File: config.mk
export PLATFORM = sky130hd
export DESIGN_NAME = disp2d_addr_gen
export DESIGN_NICKNAME = d
export VERILOG_FILES = /design/src/rtl/disp2d_pkg.sv /design/src/rtl/disp2d_shadow.sv /design/src/rtl/disp2d_cfg_check.sv /design/src/rtl/disp2d_walk.sv /design/src/rtl/disp2d_addr_gen.sv
export SDC_FILE = /design/constraint.sdc
export NUM_CORES = 1
export LEC_CHECK = 0
export ABC_AREA = 1
export BUFFER_PORTS_ARGS = -buffer_cell sky130_fd_sc_hd__clkbuf_2
export CORE_UTILIZATION = 30
export CTS_CLUSTER_DIAMETER = 80
export CTS_CLUSTER_SIZE = 25
export DETAILED_ROUTE_END_ITERATION = 6
export PLACE_DENSITY_LB_ADDON = 0.1
export SLEW_MARGIN = 20
export SYNTH_ARGS = -nofsm -noshare
export SYNTH_HDL_FRONTEND = slang
export SYNTH_SLANG_ARGS = --single-unit
File: constraint.sdc
create_clock -name clk -period 4.6 [get_ports clk]
set_input_delay 0.69 -clock clk [delete_from_list [all_inputs] [get_ports clk]]
set_output_delay 0.69 -clock clk [all_outputs]
set_load 0.01 [all_outputs]
File: src/rtl/disp2d_pkg.sv
package disp2d_pkg;
  typedef enum logic [1:0] {
    STEP_NEXT   = 2'd0,
    STEP_STRIDE = 2'd1,
    STEP_RELOAD = 2'd2
  } step_e;

  // 24-bit packed origins must sit at 4n or 4n-1 (i.e. mod 4 is 0 or 3)
  function automatic logic origin_ok(input logic [1:0] lsb);
    return (lsb == 2'd0) || (lsb == 2'd3);
  endfunction
endpackage

File: src/rtl/disp2d_shadow.sv
module disp2d_shadow #(
  parameter int AW = 32,
  parameter int CW = 16,
  parameter int XW = 12,
  parameter int OW = 5
) (
  input  logic          clk,
  input  logic          rst_n,
  input  logic [AW-1:0] cfg_base,
  input  logic [OW-1:0] cfg_pix_off,
  input  logic [XW-1:0] cfg_origin_x,
  input  logic [CW-1:0] cfg_line_words,
  input  logic [CW-1:0] cfg_frame_words,
  input  logic [AW-1:0] cfg_stride,
  input  logic          cfg_2d_en,
  input  logic          cfg_pack24,
  input  logic          upd_req,
  input  logic          at_start,
  output logic          load,
  output logic          pend,
  output logic [AW-1:0] ld_base,
  output logic [AW-1:0] act_base,
  output logic [OW-1:0] act_pix_off,
  output logic [XW-1:0] act_origin_x,
  output logic [CW-1:0] act_line,
  output logic [CW-1:0] act_frame,
  output logic [AW-1:0] act_stride,
  output logic          act_2d,
  output logic          act_pack24
);
  logic [AW-1:0] sh_base, sh_stride;
  logic [OW-1:0] sh_off;
  logic [XW-1:0] sh_x;
  logic [CW-1:0] sh_line, sh_frame;
  logic          sh_2d, sh_pack;

  assign load    = at_start & pend;
  assign ld_base = sh_base;

  always_ff @(posedge clk or negedge rst_n) begin
    if (!rst_n) begin
      sh_base <= '0; sh_stride <= '0; sh_off <= '0; sh_x <= '0;
      sh_line <= '0; sh_frame <= '0; sh_2d <= 1'b0; sh_pack <= 1'b0;
    end else if (upd_req) begin
      sh_base   <= cfg_base;
      sh_stride <= cfg_stride;
      sh_off    <= cfg_pix_off;
      sh_x      <= cfg_origin_x;
      sh_line   <= cfg_line_words;
      sh_frame  <= cfg_frame_words;
      sh_2d     <= cfg_2d_en;
      sh_pack   <= cfg_pack24;
    end
  end

  always_ff @(posedge clk or negedge rst_n) begin
    if (!rst_n) begin
      act_base <= '0; act_stride <= '0; act_pix_off <= '0; act_origin_x <= '0;
      act_line <= '0; act_frame <= '0; act_2d <= 1'b0; act_pack24 <= 1'b0;
    end else if (load) begin
      act_base     <= sh_base;
      act_stride   <= sh_stride;
      act_pix_off  <= sh_off;
      act_origin_x <= sh_x;
      act_line     <= sh_line;
      act_frame    <= sh_frame;
      act_2d       <= sh_2d;
      act_pack24   <= sh_pack;
    end
  end

  always_ff @(posedge clk or negedge rst_n) begin
    if (!rst_n) pend <= 1'b0;
    else        pend <= upd_req | (pend & ~load);
  end
endmodule

File: src/rtl/disp2d_cfg_check.sv
module disp2d_cfg_check #(
  parameter int XW = 12,
  parameter int OW = 5
) (
  input  logic          pack24,
  input  logic [OW-1:0] pix_off,
  input  logic [XW-1:0] origin_x,
  output logic          err
);
  import disp2d_pkg::*;
  localparam logic [OW-1:0] OFF_B0 = OW'(0);
  localparam logic [OW-1:0] OFF_B8 = OW'(8);
  logic off_bad, org_bad;

  always_comb begin
    off_bad = (pix_off != OFF_B0) && (pix_off != OFF_B8);
    org_bad = !origin_ok(origin_x[1:0]);
    err     = pack24 && (off_bad || org_bad);
  end
endmodule

File: src/rtl/disp2d_walk.sv
module disp2d_walk #(
  parameter int AW = 32,
  parameter int CW = 16
) (
  input  logic          clk,
  input  logic          rst_n,
  input  logic          load,
  input  logic [AW-1:0] ld_base,
  input  logic [AW-1:0] act_base,
  input  logic [CW-1:0] act_line,
  input  logic [CW-1:0] act_frame,
  input  logic [AW-1:0] act_stride,
  input  logic          act_2d,
  input  logic          ready,
  output logic          valid,
  output logic [AW-1:0] addr,
  output logic          last_line,
  output logic          last_frame,
  output logic          at_start
);
  import disp2d_pkg::*;
  localparam logic [CW-1:0] ONE_C = CW'(1);
  localparam logic [AW-1:0] ONE_A = AW'(1);

  logic [CW-1:0] wc, lc;
  logic          line_end, fire;
  step_e         step;

  always_comb begin
    valid      = (act_frame != '0) && !load;
    last_frame = (wc == act_frame - ONE_C);
    line_end   = (lc == act_line - ONE_C);
    last_line  = line_end || last_frame;
    fire       = valid && ready;
    if (last_frame)              step = STEP_RELOAD;
    else if (act_2d && line_end) step = STEP_STRIDE;
    else                         step = STEP_NEXT;
  end

  always_ff @(posedge clk or negedge rst_n) begin
    if (!rst_n) begin
      addr <= '0; wc <= '0; lc <= '0; at_start <= 1'b1;
    end else if (load) begin
      addr <= ld_base; wc <= '0; lc <= '0; at_start <= 1'b1;
    end else if (fire) begin
      unique case (step)
        STEP_RELOAD: begin
          addr <= act_base; wc <= '0; lc <= '0; at_start <= 1'b1;
        end
        STEP_STRIDE: begin
          addr <= addr + act_stride; wc <= wc + ONE_C; lc <= '0; at_start <= 1'b0;
        end
        default: begin
          addr     <= addr + ONE_A;
          wc       <= wc + ONE_C;
          lc       <= line_end ? '0 : lc + ONE_C;
          at_start <= 1'b0;
        end
      endcase
    end
  end
endmodule

File: src/rtl/disp2d_addr_gen.sv
module disp2d_addr_gen #(
  parameter int AW = 32,
  parameter int CW = 16,
  parameter int XW = 12,
  parameter int OW = 5
) (
  input  logic          clk,
  input  logic          rst_n,
  input  logic [AW-1:0] cfg_base,
  input  logic [OW-1:0] cfg_pix_off,
  input  logic [XW-1:0] cfg_origin_x,
  input  logic [CW-1:0] cfg_line_words,
  input  logic [CW-1:0] cfg_frame_words,
  input  logic [AW-1:0] cfg_stride,
  input  logic          cfg_2d_en,
  input  logic          cfg_pack24,
  input  logic          upd_req,
  output logic          addr_valid,
  input  logic          addr_ready,
  output logic [AW-1:0] addr,
  output logic          addr_last_line,
  output logic          addr_last_frame,
  output logic          cfg_err
);
  logic          load, pend, at_start, act_2d, act_pack24;
  logic [AW-1:0] ld_base, act_base, act_stride;
  logic [OW-1:0] act_pix_off;
  logic [XW-1:0] act_origin_x;
  logic [CW-1:0] act_line, act_frame;

  disp2d_shadow #(.AW(AW), .CW(CW), .XW(XW), .OW(OW)) u_shadow (
    .clk, .rst_n, .cfg_base, .cfg_pix_off, .cfg_origin_x, .cfg_line_words,
    .cfg_frame_words, .cfg_stride, .cfg_2d_en, .cfg_pack24, .upd_req,
    .at_start, .load, .pend, .ld_base, .act_base, .act_pix_off, .act_origin_x,
    .act_line, .act_frame, .act_stride, .act_2d, .act_pack24
  );

  disp2d_walk #(.AW(AW), .CW(CW)) u_walk (
    .clk, .rst_n, .load, .ld_base, .act_base, .act_line, .act_frame,
    .act_stride, .act_2d, .ready(addr_ready), .valid(addr_valid), .addr,
    .last_line(addr_last_line), .last_frame(addr_last_frame), .at_start
  );

  disp2d_cfg_check #(.XW(XW), .OW(OW)) u_check (
    .pack24(act_pack24), .pix_off(act_pix_off), .origin_x(act_origin_x),
    .err(cfg_err)
  );
endmodule

==> impl_metrics.ini <==
[outcome]
status = finished, final reports clean

[cts]
cts_tree = built
cts_buffers = 25
clkSlewWorstSetupHoldPaths_ps = 90
cts_max_level = 1
cts_buffer_depth = 3
cts_hold_buf = 0
cts.sink_count = 274
clk-insertion-delay-late_ps = 590
clock-root-buffer = clkbuf_16

[route]
ant_nets = 0
drt_iter0_markers = 666
post-route-drc-count = 0
vias = 12400
dr.pass1.iters = 4
viasPerCell = 4.57
wl_per_cell_um = 15.3
wl_um = 41700

[global_route]
antenna_found_initial = 0
grt_first_pass_wirelength_um = 67400
grt_max_degree = 111
grt_usage_pct = 16.6
overflow = 0
first_global_vias = 12600

[sta]
skew_ps = 39.3
worstMarginPinSlew_ps = 894
setup_tns_ps = 0
final_hold_viol_count = 0
setup_viol = 0
finalCritPeriodShare_pct = 94.6
hold_ws_ps = 99.3
fmax_ghz = 0.230
relSlewSlack_pct = 40.4
fin_crit_ps = 4350
drv_slew = 0
rsz0062_at_grt = true

[placement]
port_buffers = 143
gp_congestion = 0.854
dp_hpwl_um = 29700

[power]
clockPowerShare_pct = 47.4
ir_worst_vdd_v = 0.000215
power_leakage_nw = 8.96
p_sw_share_pct = 26.9
pwr-share-seq_pct = 48.2
intPower_mw = 3.82
p_per_area_nw_per_um2 = 287
p_sw_mw = 1.41
combPwrFrac_pct = 4.4

[yosys]
synth_area_per_cell_um2 = 8.07
synth_edf_count = 0
synth_ff_type = dfrtp_1
synth_compound_area_share_pct = 12.4
synth_area_leader_cell = dfrtp_1
synth_top_family_by_area = simple AND/OR/NAND/NOR gates
synth_cell_types = 54
synth-adder-area-share_pct = 3.05
synth_area_um2 = 15000
synthArstFlopShare_pct = 100
synth_seq_area_share_pct = 45.7
synth_top_area_share_pct = 45.6
yosysMostFrequentCell = nand2_1
ys_ff_latch = 274
yosys.area_share.simple_pct = 24.4
synth_xor_xnor_area_share_pct = 4.25
synth_cells = 1858
synth_mux_area_share_pct = 2.18
synth_commonest_cells = 506 x nand2_1, 273 x dfrtp_1, 228 x inv_1
synth_fp_nets = 2013
synthTopCellsByArea = dfrtp_1 46%, nand2_1 13%, o21ai_0 7.1%
yosys_warnings = 0

[die]
die_w_um = 226
fp.coreArea_um2 = 49200
start_util_pct = 30.5
rows = 81
dieArea_um2 = 50900
chipHeight_um = 226
io_pins = 155

[final_layout]
antennaDiodeCount = 0
drive_gt1_share_pct = 22.6
synthToLayoutAreaGrowth_pct = 21.5
fin_nets = 2192

[setup_path]
worstSetupPathType = reg -> reg
critPathRequiredTime_ps = 5040
crit_slowest_cell = dfrtp_1
cp.arrival_ps = 4790
crit_top_cell = nand2_1
end_kind = flip-flop
critPathMaxStageDelay_ps = 390
critPathLaunchType = flip-flop
worstPathMaxFanout = 4

[min_path]
hold_path_class = in -> async

[run]
drv_cap = 0
## per-stage QoR
step / utilization (%) / cell area (um^2) / worst slack [ps] / power (mW) / instances
finish: 37.1 / 18200 / 247 / 5.23 / 2720
global route: 37.1 / 18200 / -140 / 5.47 / 2720
CTS: 36.1 / 17700 / -12.2 / 5.33 / 2701
detailed placement: 34.0 / 16700 / -16.2 / 2.81 / 2655
global placement: 34.0 / 16700 / -21.8 / 2.80 / 2655
floorplan: - / 15000 / 498 / 2.66 / 1858
## kinds of logic after synthesis
| group | Yosys count |
|---|---|
| and+or+nand+nor | 820 |
| AOI/OAI and AO/OA | 328 |
| DFF | 274 |
| xor gates and xnor gates | 72 |
| adders and majority gates | 36 |
| buffers and inverters | 299 |
| muxes | 29 |
## final timing paths
kind                                                        start                                 to  slack, ps  depth (start not counted)
worst max-delay path             u_shadow.act_line[1]$_DFFE_PN0P_        u_walk.addr[24]$_DFFE_PN0P_        250                         33
worst min-delay path                                        rst_n   u_shadow.sh_frame[1]$_DFFE_PN0P_        100                          1
worst max register to register   u_shadow.act_line[1]$_DFFE_PN0P_        u_walk.addr[24]$_DFFE_PN0P_        250                         33
worst min register to register  u_shadow.act_base[28]$_DFFE_PN0P_  u_shadow.act_base[28]$_DFFE_PN0P_        480                          2
max in group asynchronous                                   rst_n   u_shadow.ld_base[30]$_DFFE_PN0P_       3480                          2
min in group clk                                       cfg_pack24       u_shadow.sh_pack$_DFFE_PN0P_        310                          3
## final cells by class
| class | count | area (um^2) |
|---|---|---|
| Inverter | 231 | 867 |
| Clock inverter | 20 | 359 |
| Multi-Input combinational cell | 1285 | 7260 |
| Clock buffer | 26 | 629 |
| Tap cell | 664 | 831 |
| Fill cell | 5143 | 30900 |
| Sequential cell | 274 | 6870 |
| Timing Repair Buffer | 220 | 1420 |
## cells in the final DEF (no fill, tap or decap), types with 29 or more instances in the layout
| cell type | instances |
|---|---|
| xor2_1 | 38 |
| mux2_2 | 29 |
| clkbuf_2 | 141 |
| nor2_2 | 47 |
| nor2_1 | 85 |
| nand3_1 | 94 |
| inv_1 | 221 |
| buf_4 | 68 |
| a21oi_1 | 37 |
| nand2_1 | 492 |
| dfrtp_1 | 265 |
| o21ai_0 | 203 |
## routing by layer
metal	global-route usage, %	up-vias	wire length, um
li1	-	6319	-
met1	22.7	5922	19900
met2	27.5	148	19800
met3	2.06	35	1270
met4	4.52	0	776
met5	0	-	0
## registers in the layout, summed over array words and instances, names as in the netlist
signal,flops
u_shadow.act_base,32
u_shadow.act_stride,32
u_shadow.ld_base,32
u_shadow.sh_stride,32
u_walk.addr,32
u_shadow.act_frame,16
u_shadow.act_line,16
u_shadow.sh_frame,16
u_shadow.sh_line,16
u_walk.lc,16
u_walk.wc,16
u_shadow.act_pix_off,4
u_shadow.sh_off,4
u_shadow.act_origin_x,2
u_shadow.sh_x,2
u_shadow.act_2d,1
u_shadow.act_pack24,1
u_shadow.pend,1
u_shadow.sh_2d,1
u_shadow.sh_pack,1
u_walk.at_start,1
## worst max-delay path: cells and delay by family (launching register included)
family	cells	cell delay [ps]
fa+ha+maj	3	690
xor+xnor	1	150
buf+inv	5	450
flops	1	390
simple gates	21	2010
compound gates	3	510
## what timing repair did
item,in CTS,in global routing
cloned,0,2
pin swaps,1,32
gates resized for setup,3,87
buffers inserted,0,17
setup endpoints to repair,10,22
## power groups by stage
stage | registers (mW) | clock network [mW] | logic (mW)
2_1_floorplan | 2.56 | 0 | 0.103
3_3_place_gp | 2.57 | 0 | 0.236
3_5_place_dp | 2.57 | 0 | 0.242
4_1_cts | 2.52 | 2.57 | 0.243
5_1_grt | 2.53 | 2.67 | 0.270
6_report | 2.52 | 2.48 | 0.231
Power figures use the tool's default switching activity.
